`src/rtl/irq_pkg.sv`:
```
// Package: shared field positions, bus addresses and widths of the interrupt controller.
package irq_pkg;
    localparam int CTRL_W   = 8;
    localparam int ADDR_W   = 2;
    localparam int NPERIPH  = 4;
    localparam int NCHG     = 4;

    localparam int B_CHG_F  = 0;
    localparam int B_INT_F  = 1;
    localparam int B_TMR_F  = 2;
    localparam int B_CHG_E  = 3;
    localparam int B_INT_E  = 4;
    localparam int B_TMR_E  = 5;
    localparam int B_GRP_E  = 6;
    localparam int B_GLB_E  = 7;

    localparam logic [ADDR_W-1:0] A_CTRL  = 2'd0;
    localparam logic [ADDR_W-1:0] A_PFLAG = 2'd1;
    localparam logic [ADDR_W-1:0] A_PEN   = 2'd2;
    localparam logic [ADDR_W-1:0] A_PORT  = 2'd3;
endpackage

```
`src/rtl/irq_sync_edge.sv`:
```
// Module: irq_sync_edge
// Synchronizes an asynchronous pin through STAGES flops and emits a one-cycle
// pulse on each rising edge. Assumes STAGES >= 2; reset clears the whole chain.
module irq_sync_edge #(
    parameter int STAGES = 2
) (
    input  logic clk,
    input  logic rst_n,
    input  logic din,
    output logic rise
);
    logic [STAGES-1:0] chain;
    logic              last;

    // Shift the pin through the synchronizer chain.
    always_ff @(posedge clk) begin
        if (!rst_n) chain <= '0;
        else        chain <= {chain[STAGES-2:0], din};
    end

    // Hold the previous synchronized value for edge detection.
    always_ff @(posedge clk) begin
        if (!rst_n) last <= 1'b0;
        else        last <= chain[STAGES-1];
    end

    assign rise = chain[STAGES-1] & ~last;

    AST_EDGE_ONE_CYCLE: assert property (@(posedge clk) disable iff (!rst_n)
        rise |=> !rise);
endmodule

```
`src/rtl/irq_pin_change.sv`:
```
// Module: irq_pin_change
// Synchronizes W port pins and compares them with a snapshot captured when
// software reads the port. Assumes snap_en is a single-cycle read strobe.
module irq_pin_change #(
    parameter int W      = 4,
    parameter int STAGES = 2
) (
    input  logic         clk,
    input  logic         rst_n,
    input  logic [W-1:0] pins,
    input  logic         snap_en,
    output logic [W-1:0] pins_sync,
    output logic         changed
);
    logic [W-1:0] stage [STAGES];
    logic [W-1:0] snap;

    // First synchronizer stage samples the raw pins.
    always_ff @(posedge clk) begin
        if (!rst_n) stage[0] <= '0;
        else        stage[0] <= pins;
    end

    genvar g;
    generate
        for (g = 1; g < STAGES; g++) begin : g_stage
            // Further synchronizer stages.
            always_ff @(posedge clk) begin
                if (!rst_n) stage[g] <= '0;
                else        stage[g] <= stage[g-1];
            end
        end
    endgenerate

    assign pins_sync = stage[STAGES-1];

    // Capture the synchronized pins when software reads the port.
    always_ff @(posedge clk) begin
        if (!rst_n)       snap <= '0;
        else if (snap_en) snap <= pins_sync;
    end

    assign changed = |(pins_sync ^ snap);

    AST_SNAP_FOLLOWS_READ: assert property (@(posedge clk) disable iff (!rst_n)
        snap_en |=> (snap == $past(pins_sync)));
endmodule

```
`src/rtl/irq_core_reg.sv`:
```
// Module: irq_core_reg
// The 8-bit control register: three hardware-set flags, three enables, the
// peripheral group enable and the global enable. Hardware sets beat software
// writes; acknowledge beats return and writes on the global enable.
module irq_core_reg
    import irq_pkg::*;
(
    input  logic              clk,
    input  logic              rst_n,
    input  logic              wr,
    input  logic [CTRL_W-1:0] wdata,
    input  logic              set_chg,
    input  logic              set_int,
    input  logic              set_tmr,
    input  logic              ack,
    input  logic              ret,
    output logic [CTRL_W-1:0] ctrl
);
    logic [2:0] hw_set;
    assign hw_set = {set_tmr, set_int, set_chg};

    genvar f;
    generate
        for (f = 0; f < 3; f++) begin : g_flag
            // Flag: a hardware set wins, otherwise a write stores the data.
            always_ff @(posedge clk) begin
                if (!rst_n)         ctrl[f] <= 1'b0;
                else if (hw_set[f]) ctrl[f] <= 1'b1;
                else if (wr)        ctrl[f] <= wdata[f];
            end
        end
    endgenerate

    // Source enables and group enable: software only.
    always_ff @(posedge clk) begin
        if (!rst_n)  ctrl[B_GRP_E:B_CHG_E] <= '0;
        else if (wr) ctrl[B_GRP_E:B_CHG_E] <= wdata[B_GRP_E:B_CHG_E];
    end

    // Global enable: acknowledge clears, return sets, else software writes.
    always_ff @(posedge clk) begin
        if (!rst_n)   ctrl[B_GLB_E] <= 1'b0;
        else if (ack) ctrl[B_GLB_E] <= 1'b0;
        else if (ret) ctrl[B_GLB_E] <= 1'b1;
        else if (wr)  ctrl[B_GLB_E] <= wdata[B_GLB_E];
    end

    AST_TMR_SETS_FLAG: assert property (@(posedge clk) disable iff (!rst_n)
        set_tmr |=> ctrl[B_TMR_F]);
    AST_INT_SETS_FLAG: assert property (@(posedge clk) disable iff (!rst_n)
        set_int |=> ctrl[B_INT_F]);
    AST_CHG_SETS_FLAG: assert property (@(posedge clk) disable iff (!rst_n)
        set_chg |=> ctrl[B_CHG_F]);
    AST_FLAG_HOLDS: assert property (@(posedge clk) disable iff (!rst_n)
        (!wr && !set_tmr) |=> $stable(ctrl[B_TMR_F]));
    AST_ACK_CLEARS_GLB: assert property (@(posedge clk) disable iff (!rst_n)
        ack |=> !ctrl[B_GLB_E]);
    AST_RET_SETS_GLB: assert property (@(posedge clk) disable iff (!rst_n)
        (ret && !ack) |=> ctrl[B_GLB_E]);
endmodule

```
`src/rtl/irq_periph_reg.sv`:
```
// Module: irq_periph_reg
// Flag and enable pair for the peripheral source group. Events set flags
// whatever the enables hold; a hardware set beats a same-cycle write.
module irq_periph_reg #(
    parameter int N = 4
) (
    input  logic         clk,
    input  logic         rst_n,
    input  logic         wr_flag,
    input  logic         wr_en,
    input  logic [N-1:0] wdata,
    input  logic [N-1:0] evt,
    output logic [N-1:0] flags,
    output logic [N-1:0] enables
);
    genvar i;
    generate
        for (i = 0; i < N; i++) begin : g_src
            // Peripheral flag: event sets, else software writes.
            always_ff @(posedge clk) begin
                if (!rst_n)       flags[i] <= 1'b0;
                else if (evt[i])  flags[i] <= 1'b1;
                else if (wr_flag) flags[i] <= wdata[i];
            end

            AST_EVT_SETS_PFLAG: assert property (@(posedge clk) disable iff (!rst_n)
                evt[i] |=> flags[i]);
        end
    endgenerate

    // Peripheral enables: software only.
    always_ff @(posedge clk) begin
        if (!rst_n)     enables <= '0;
        else if (wr_en) enables <= wdata;
    end
endmodule

```
`src/rtl/irq_controller.sv`:
```
// Module: irq_controller
// Top of the interrupt controller: bus decode, source conditioning, the
// control register, the peripheral register pair and the request equation.
// Assumes one bus access per cycle and single-cycle event pulses.
module irq_controller
    import irq_pkg::*;
(
    input  logic               clk,
    input  logic               rst_n,
    input  logic [ADDR_W-1:0]  bus_addr,
    input  logic               bus_wr,
    input  logic               bus_rd,
    input  logic [CTRL_W-1:0]  bus_wdata,
    output logic [CTRL_W-1:0]  bus_rdata,
    input  logic               ext_int_pin,
    input  logic               tmr0_ovf,
    input  logic [NPERIPH-1:0] periph_evt,
    input  logic [NCHG-1:0]    chg_pins,
    input  logic               irq_ack,
    input  logic               irq_ret,
    output logic               irq_req
);
    localparam int PAD_P = CTRL_W - NPERIPH;
    localparam int PAD_C = CTRL_W - NCHG;

    logic               int_rise;
    logic               port_chg;
    logic [NCHG-1:0]    port_sync;
    logic [CTRL_W-1:0]  ctrl;
    logic [NPERIPH-1:0] pflags;
    logic [NPERIPH-1:0] pens;
    logic               wr_ctrl, wr_pflag, wr_pen, rd_port;
    logic               core_pend, grp_pend;

    assign wr_ctrl  = bus_wr && (bus_addr == A_CTRL);
    assign wr_pflag = bus_wr && (bus_addr == A_PFLAG);
    assign wr_pen   = bus_wr && (bus_addr == A_PEN);
    assign rd_port  = bus_rd && (bus_addr == A_PORT);

    irq_sync_edge #(.STAGES(2)) u_int_edge (
        .clk  (clk),
        .rst_n(rst_n),
        .din  (ext_int_pin),
        .rise (int_rise)
    );

    irq_pin_change #(.W(NCHG), .STAGES(2)) u_pin_chg (
        .clk      (clk),
        .rst_n    (rst_n),
        .pins     (chg_pins),
        .snap_en  (rd_port),
        .pins_sync(port_sync),
        .changed  (port_chg)
    );

    irq_core_reg u_core (
        .clk    (clk),
        .rst_n  (rst_n),
        .wr     (wr_ctrl),
        .wdata  (bus_wdata),
        .set_chg(port_chg),
        .set_int(int_rise),
        .set_tmr(tmr0_ovf),
        .ack    (irq_ack),
        .ret    (irq_ret),
        .ctrl   (ctrl)
    );

    irq_periph_reg #(.N(NPERIPH)) u_periph (
        .clk    (clk),
        .rst_n  (rst_n),
        .wr_flag(wr_pflag),
        .wr_en  (wr_pen),
        .wdata  (bus_wdata[NPERIPH-1:0]),
        .evt    (periph_evt),
        .flags  (pflags),
        .enables(pens)
    );

    // Read data decode.
    always_comb begin
        unique case (bus_addr)
            A_CTRL:  bus_rdata = ctrl;
            A_PFLAG: bus_rdata = {{PAD_P{1'b0}}, pflags};
            A_PEN:   bus_rdata = {{PAD_P{1'b0}}, pens};
            default: bus_rdata = {port_sync, {PAD_C{1'b0}}};
        endcase
    end

    // Two-level request gating.
    always_comb begin
        core_pend = (ctrl[B_CHG_F] & ctrl[B_CHG_E])
                  | (ctrl[B_INT_F] & ctrl[B_INT_E])
                  | (ctrl[B_TMR_F] & ctrl[B_TMR_E]);
        grp_pend  = ctrl[B_GRP_E] & (|(pflags & pens));
        irq_req   = ctrl[B_GLB_E] & (core_pend | grp_pend);
    end

    AST_REQ_NEEDS_GLB: assert property (@(posedge clk) disable iff (!rst_n)
        irq_req |-> ctrl[B_GLB_E]);
    AST_REQ_HAS_SOURCE: assert property (@(posedge clk) disable iff (!rst_n)
        irq_req |-> ((|ctrl[B_TMR_F:B_CHG_F]) || (|pflags)));
    AST_ACK_DROPS_REQ: assert property (@(posedge clk) disable iff (!rst_n)
        irq_ack |=> !irq_req);
endmodule

```
`config.mk`:
```
export PLATFORM = sky130hd
export DESIGN_NAME = irq_controller
export DESIGN_NICKNAME = d
export VERILOG_FILES = /design/src/rtl/irq_pkg.sv /design/src/rtl/irq_sync_edge.sv /design/src/rtl/irq_pin_change.sv /design/src/rtl/irq_core_reg.sv /design/src/rtl/irq_periph_reg.sv /design/src/rtl/irq_controller.sv
export SDC_FILE = /design/constraint.sdc
export NUM_CORES = 1
export LEC_CHECK = 0
export BUFFER_PORTS_ARGS = -buffer_cell sky130_fd_sc_hd__buf_2
export CORE_ASPECT_RATIO = 2
export CORE_UTILIZATION = 46
export DETAILED_ROUTE_END_ITERATION = 10
export PLACE_DENSITY_LB_ADDON = 0.25
export SETUP_SLACK_MARGIN = 0.4
export SYNTH_ARGS = -nofsm -noshare
export SYNTH_HDL_FRONTEND = slang
export SYNTH_HIERARCHICAL = 1
export SYNTH_SLANG_ARGS = --single-unit
```
`constraint.sdc`:
```
create_clock -name clk -period 1.4 [get_ports clk]
set_input_delay 0.28 -clock clk [delete_from_list [all_inputs] [get_ports clk]]
set_output_delay 0.28 -clock clk [all_outputs]
set_load 0.05 [all_outputs]
```
# ---- Yosys cells after proc, flatten, opt, wreduce, memory -nomap -nowiden
# Memories as Yosys holds them, arrays and structs flattened.
# Index checks and enable logic that the tools add are counted.
dict set report op_classes {
  add_sub_neg 0
  n_mul 0
  div_mod_pow 0
  n_lt_le_gt_ge 0
  n_eq_ne 3
  shift 0
  n_mux 21
  bitwise 15
  n_reduce_logical 16
}
# op count
set ops {}
lappend ops {{8-bit case mux with 3 select lines} 1}
lappend ops {{1-bit two-way mux} 18}
lappend ops {{2-bit nonzero test} 8}
lappend ops {{4-bit two-way mux} 2}
lappend ops {{4-bit OR reduction} 2}
lappend ops {{1-bit AND} 6}
lappend ops {{1-bit bitwise OR} 5}
lappend ops {{4-bit AND} 1}
lappend ops {{2-bit equality test, second input constant} 2}
lappend ops {{1-bit logical AND} 4}
lappend ops {{4-bit bitwise XOR} 1}
lappend ops {{2-bit by 1-bit equality test with 1-bit output, second input constant} 1}
lappend ops {{2-bit zero test} 1}
lappend ops {{1-bit NOT} 2}
lappend ops {{2-bit OR reduction} 1}
dict set report word_totals {
  register_bits 23
  latchBits 0
  mem_bits_rw 8
  romBits 0
  word_cells 69
  n_memories 1
}
# name words word_bits rd rd_ports_with_merged_regs wr line_no
set mem_list {}
lappend mem_list {u_pin_chg.stage 2 4 2 0 2 irq_pin_change.sv:15} ;# logic [W-1:0] stage [STAGES];

# ---- Logic depth before layout (Yosys ltp)
dict set report depth {
  ltp_word 5
  mapped_depth 5
  mapped_depth_nobuf 4
}

# ---- Hierarchy
# The synthesis kept the hierarchy.
# module n_inst cells_each area_per_inst_um2
set modules_own_cells {}
lappend modules_own_cells {irq_pin_change 1 35 412.9}
lappend modules_own_cells {irq_core_reg 1 27 329.1}
lappend modules_own_cells {irq_periph_reg 1 25 305.3}
lappend modules_own_cells {irq_controller 1 29 219.0}
lappend modules_own_cells {irq_sync_edge 1 7 92.6}

# ---- Worst setup path before layout
# No wires, ideal clock.
dict set report synth_timing {
  path_type {reg2out}
  from {register u_periph.enables[0]}
  to {output port irq_req}
  arrival_ns 1.659
  required_ns 1.120
  setup_slack_ns -0.539
  stages_incl_launch_ff 4
  n_path_buf 0
  path_cell_list {dfxtp_1 -> a22o_1 -> o21ai_0 -> a21boi_0}
}
dict set report synth_via {
  elab_chain_len 5
}
# item line_no
set synth_rtl {}
lappend synth_rtl {{start: declaration} irq_periph_reg.sv:14} ;# output logic [N-1:0] enables
lappend synth_rtl {{start signal: assignment} irq_periph_reg.sv:34} ;# else if (wr_en) enables <= wdata;
lappend synth_rtl {{4-bit AND} irq_controller.sv:95} ;# grp_pend = ctrl[B_GRP_E] & (|(pflags & pens));
lappend synth_rtl {{4-bit OR reduction} irq_controller.sv:95}
lappend synth_rtl {{1-bit AND} irq_controller.sv:95}
lappend synth_rtl {{1-bit bitwise OR} irq_controller.sv:96} ;# irq_req = ctrl[B_GLB_E] & (core_pend | grp_pend);
lappend synth_rtl {{1-bit AND} irq_controller.sv:96}
lappend synth_rtl {{end: declaration} irq_controller.sv:21} ;# output logic irq_req
# Every way passes these cells.

# ---- Worst setup path after layout
dict set report layout_timing {
  from {register u_core.ctrl[4]}
  to {output port irq_req}
}
dict set report layout_via {
  elab_chain_len 5
}
# item line_no
set layout_rtl {}
lappend layout_rtl {{start: declaration} irq_core_reg.sv:17} ;# output logic [CTRL_W-1:0] ctrl
lappend layout_rtl {{start signal: indexed assignment} irq_core_reg.sv:37} ;# else if (wr) ctrl[B_GRP_E:B_CHG_E] <= wdata[B_GRP_E:B_CHG_E];
lappend layout_rtl {{1-bit AND} irq_controller.sv:93} ;# | (ctrl[B_INT_F] & ctrl[B_INT_E])
lappend layout_rtl {{1-bit bitwise OR} irq_controller.sv:93}
lappend layout_rtl {{1-bit bitwise OR} irq_controller.sv:94} ;# | (ctrl[B_TMR_F] & ctrl[B_TMR_E]);
lappend layout_rtl {{1-bit bitwise OR} irq_controller.sv:96}
lappend layout_rtl {{1-bit AND} irq_controller.sv:96}
# Every way passes these cells.

==> key figures <==
Global route
  – Vias in the first global route: 1225
  – Routing usage on met2: between 40% and 50%
  – Total gr overflow: 0
  – Largest net degree at the start of global routing: 32
  – Met1 usage in global routing: between 20% and 30%
  – GRT Total Usage: around a quarter
  – M3 GR Usage: under 10%
  – First-pass GRT wire length: ~5.5 mm
  – Initial antenna violation count: 0
  – Layer with the highest usage: met2

Clock tree
  – CTS hold repair buffers: 0
  – CTS Buf Count: 5
  – Max Root-Sink Buffers: 2
  – H-tree depth: 2
  – CTS tree: built
  – Sink Count: 31
  – CTS Root Buffer Type: clkbuf_8
  – CTS clk-pin slew, worst paths: 0.06 ns
  – Clk Latency, worst-skew pair: around 0.28 ns

Status
  – Failing checks: negative setup slack
  – Status: finished with violations

Pwr
  – LEAKAGE: between 0.8 and 0.9 nW
  – Final Power: about 2.1 mW
  – Sequential fraction of design power: about 45%
  – Worst vdd ir: 0.843 mV
  – Internal Pwr Total: 1.60 mW
  – Gate power share: 19.0%
  – Clock network power share: a little over a third
  – Sw frac: around 25%
  – Switch Pwr: between 500 and 600 uW
  – PwrDens: approximately 1000 mW/mm^2

Yosys
  – Synthesized net count: 149
  – Netlist cell types: 26
  – XOR/XNOR Fraction of Synth Area: 2.58%
  – Main combinational cell family by area after synthesis: multiplexers
  – Post-synthesis adder-cell area fraction: 0%
  – Simple-gate share of the synthesized area: between 15 and 20%
  – Ys async rst share: 0%
  – Register area share after synthesis: 45.7%
  – Synth Register Bits: 31
  – Cells after Synth: between 100 and 150
  – Yosys warning total: 6
  – Synth Flop Type: dfxtp_1
  – Synth Area per Inst: 11.0 um^2
  – EDFF count, synth: 0
  – Synthesized area: 0.00136 mm^2
  – Synth Area in Compound Gates: approximately 11%
  – Portion of netlist area occupied by mux cells: between 10% and 20%

Cells and area
  – Sequential cell area: approximately 650 um^2
  – Fill count: between 150 and 200
  – Most frequent cells in the layout: 23 x buf_2, 16 x dfxtp_1, 13 x buf_6, 13 x mux2i_1, 12 x nor2b_1
  – Area growth syn-to-layout: 59.3%
  – Final Util: 78.1%
  – ANT cells: 0
  – Commonest non-fill, non-tap cell in the layout: buf_2
  – Final #Nets: 207
  – Share of post-route cells with drive strength above 1: between 50% and 60%
  – Area of the multi-input gates: 873 um^2

Place
  – Placer Congestion: slightly below 0.7
  – Port Buf Inserts: 34
  – Post-DP HPWL: 2.25 mm

Timing
  – Setup ws final: -0.275 ns
  – Slew Limit Fails: 0
  – Clock skew: ~0.0063 ns
  – RSZ-0062 raised after global routing: true
  – Fin. Hold Viols: 0
  – Fin crit period: ~1.7 ns
  – Fmax: 597 MHz
  – Setup_tns: -0.404 ns
  – Fin crit share: 120%
  – Normalized max-slew margin: a little under three quarters
  – Slew @ Worst Pin: around 0.42 ns
  – Fin Hold WS: around 0.20 ns
  – Final setup violation count: 4

Routing
  – Drt wl/cell: 17.4 um
  – Drt pass-1 iters: 4
  – Final wirelength: ~3.7 mm
  – DRT iter0 DRCs: 16
  – Vias: roughly 1100
  – # DRC: 0
  – Antenna Nets Post-Route: 0
  – Vias per inst: ~5.4

Worst setup path
  – WS Path Type: reg2out
  – Startpoint types: flop
  – CP Capture Type: output port
  – Worst EP arrival: 1.40 ns
  – Critical Path RT: 1.12 ns
  – Worst Path Max Fanout: 2

Die
  – I/O pin cnt: 35
  – CORE AREA: 0.00277 mm^2
  – Initial Util: about half
  – Site row count: 27
  – Die Y: between 70 and 80 um
  – Die ar.: 0.00319 mm^2
  – Die Wd: a little over 40 um

Job
  – Max-cap violation count: 0

Min path
  – Hold crit path type: in2reg
[repair_timing]
item                       in CTS  in global routing
cloned                          1                  0
pin swaps                      11                  5
setup endpoints to repair      21                 20
setup buffers                   4                  1
resized for setup              64                 12
[critical path, stage by stage (launching register included)]
cell and delay [ns]:
dfxtp_2 0.32, a222oi_1 0.40, buf_4 0.19, a21boi_4 0.04
buf_6 0.15
[power groups by stage]
stage / combinational, mW / sequential [mW] / clock [mW]
floorplan: 0.205 / 0.966 / 0
global placement: 0.300 / 0.968 / 0
detailed placement: 0.308 / 0.970 / 0
CTS: 0.374 / 0.957 / 0.780
global route: 0.425 / 0.958 / 0.826
finish: 0.404 / 0.955 / 0.763
[Yosys cell counts, drive strengths merged (4+ instances only)]
library cell | instances | area share, %
mux2i | 17 | 13
nor2b | 14 | 7.6
o21ai | 5 | 1.8
xnor2 | 4 | 2.6
nand2 | 4 | 1.1
and2 | 13 | 6.2
buf | 4 | 2.9
o21a | 7 | 3.9
dfxtp | 31 | 46
mux2 | 7 | 6.6
a22o | 6 | 3.9
[final timing paths]
| kind | slack [ns] | start | endpoint | cells after the start |
|---|---|---|---|---|
| worst max-delay path | -0.28 | u_core/ctrl[4] | irq_req | 4 |
| worst min-delay path | 0.20 | ext_int_pin | u_int_edge/chain[0] | 2 |
| worst max register to register | 0.39 | u_core/ctrl[0] | u_core/ctrl[0] | 3 |
| worst min register to register | 0.43 | u_int_edge/chain[0] | u_int_edge/chain[1] | 1 |
[state kept, by name, indices dropped and copies added (netlist names)]
name,cells
u_core/ctrl,8
u_periph/flags,4
u_pin_chg/snap,4
u_pin_chg/stage,8
u_periph/enables,4
u_int_edge/last,1
u_int_edge/chain,2
[through the flow]
step,cells,instance area (um^2),setup WS [ns]
floorplan,123,1500,0.105
global placement,197,1760,-0.104
detailed placement,197,1760,-0.143
CTS,210,2110,-0.291
global route,211,2160,-0.355
finish,211,2160,-0.275
[logic make-up (layout without fill, tap and decap cells)]
family / Yosys count / in the layout
multiplexers: 24 / 24
AO/OA/AOI/OAI: 21 / 21
flip-flops: 31 / 31
buffers and inverters: 6 / 65
AND/OR/NAND/NOR: 37 / 37
XOR/XNOR: 4 / 4
[per-layer routing]
layer / vias to the layer above / wire length (um)
met2: 33 / 2220
met5: - / 0
met1: 548 / 1180
met3: 10 / 129
met4: 0 / 135
li1: 550 / -
[cell type report]
class                   instances  share of cell area [%]
multi-input cells              86                    40.3
flip-flops and latches         31                    30.0
repair buffers                 56                    23.2
clock buffers                   8                    4.62
well taps                      29                    1.68
inverters                       1                   0.173
Note: power is estimated with default switching activity, not from simulation.
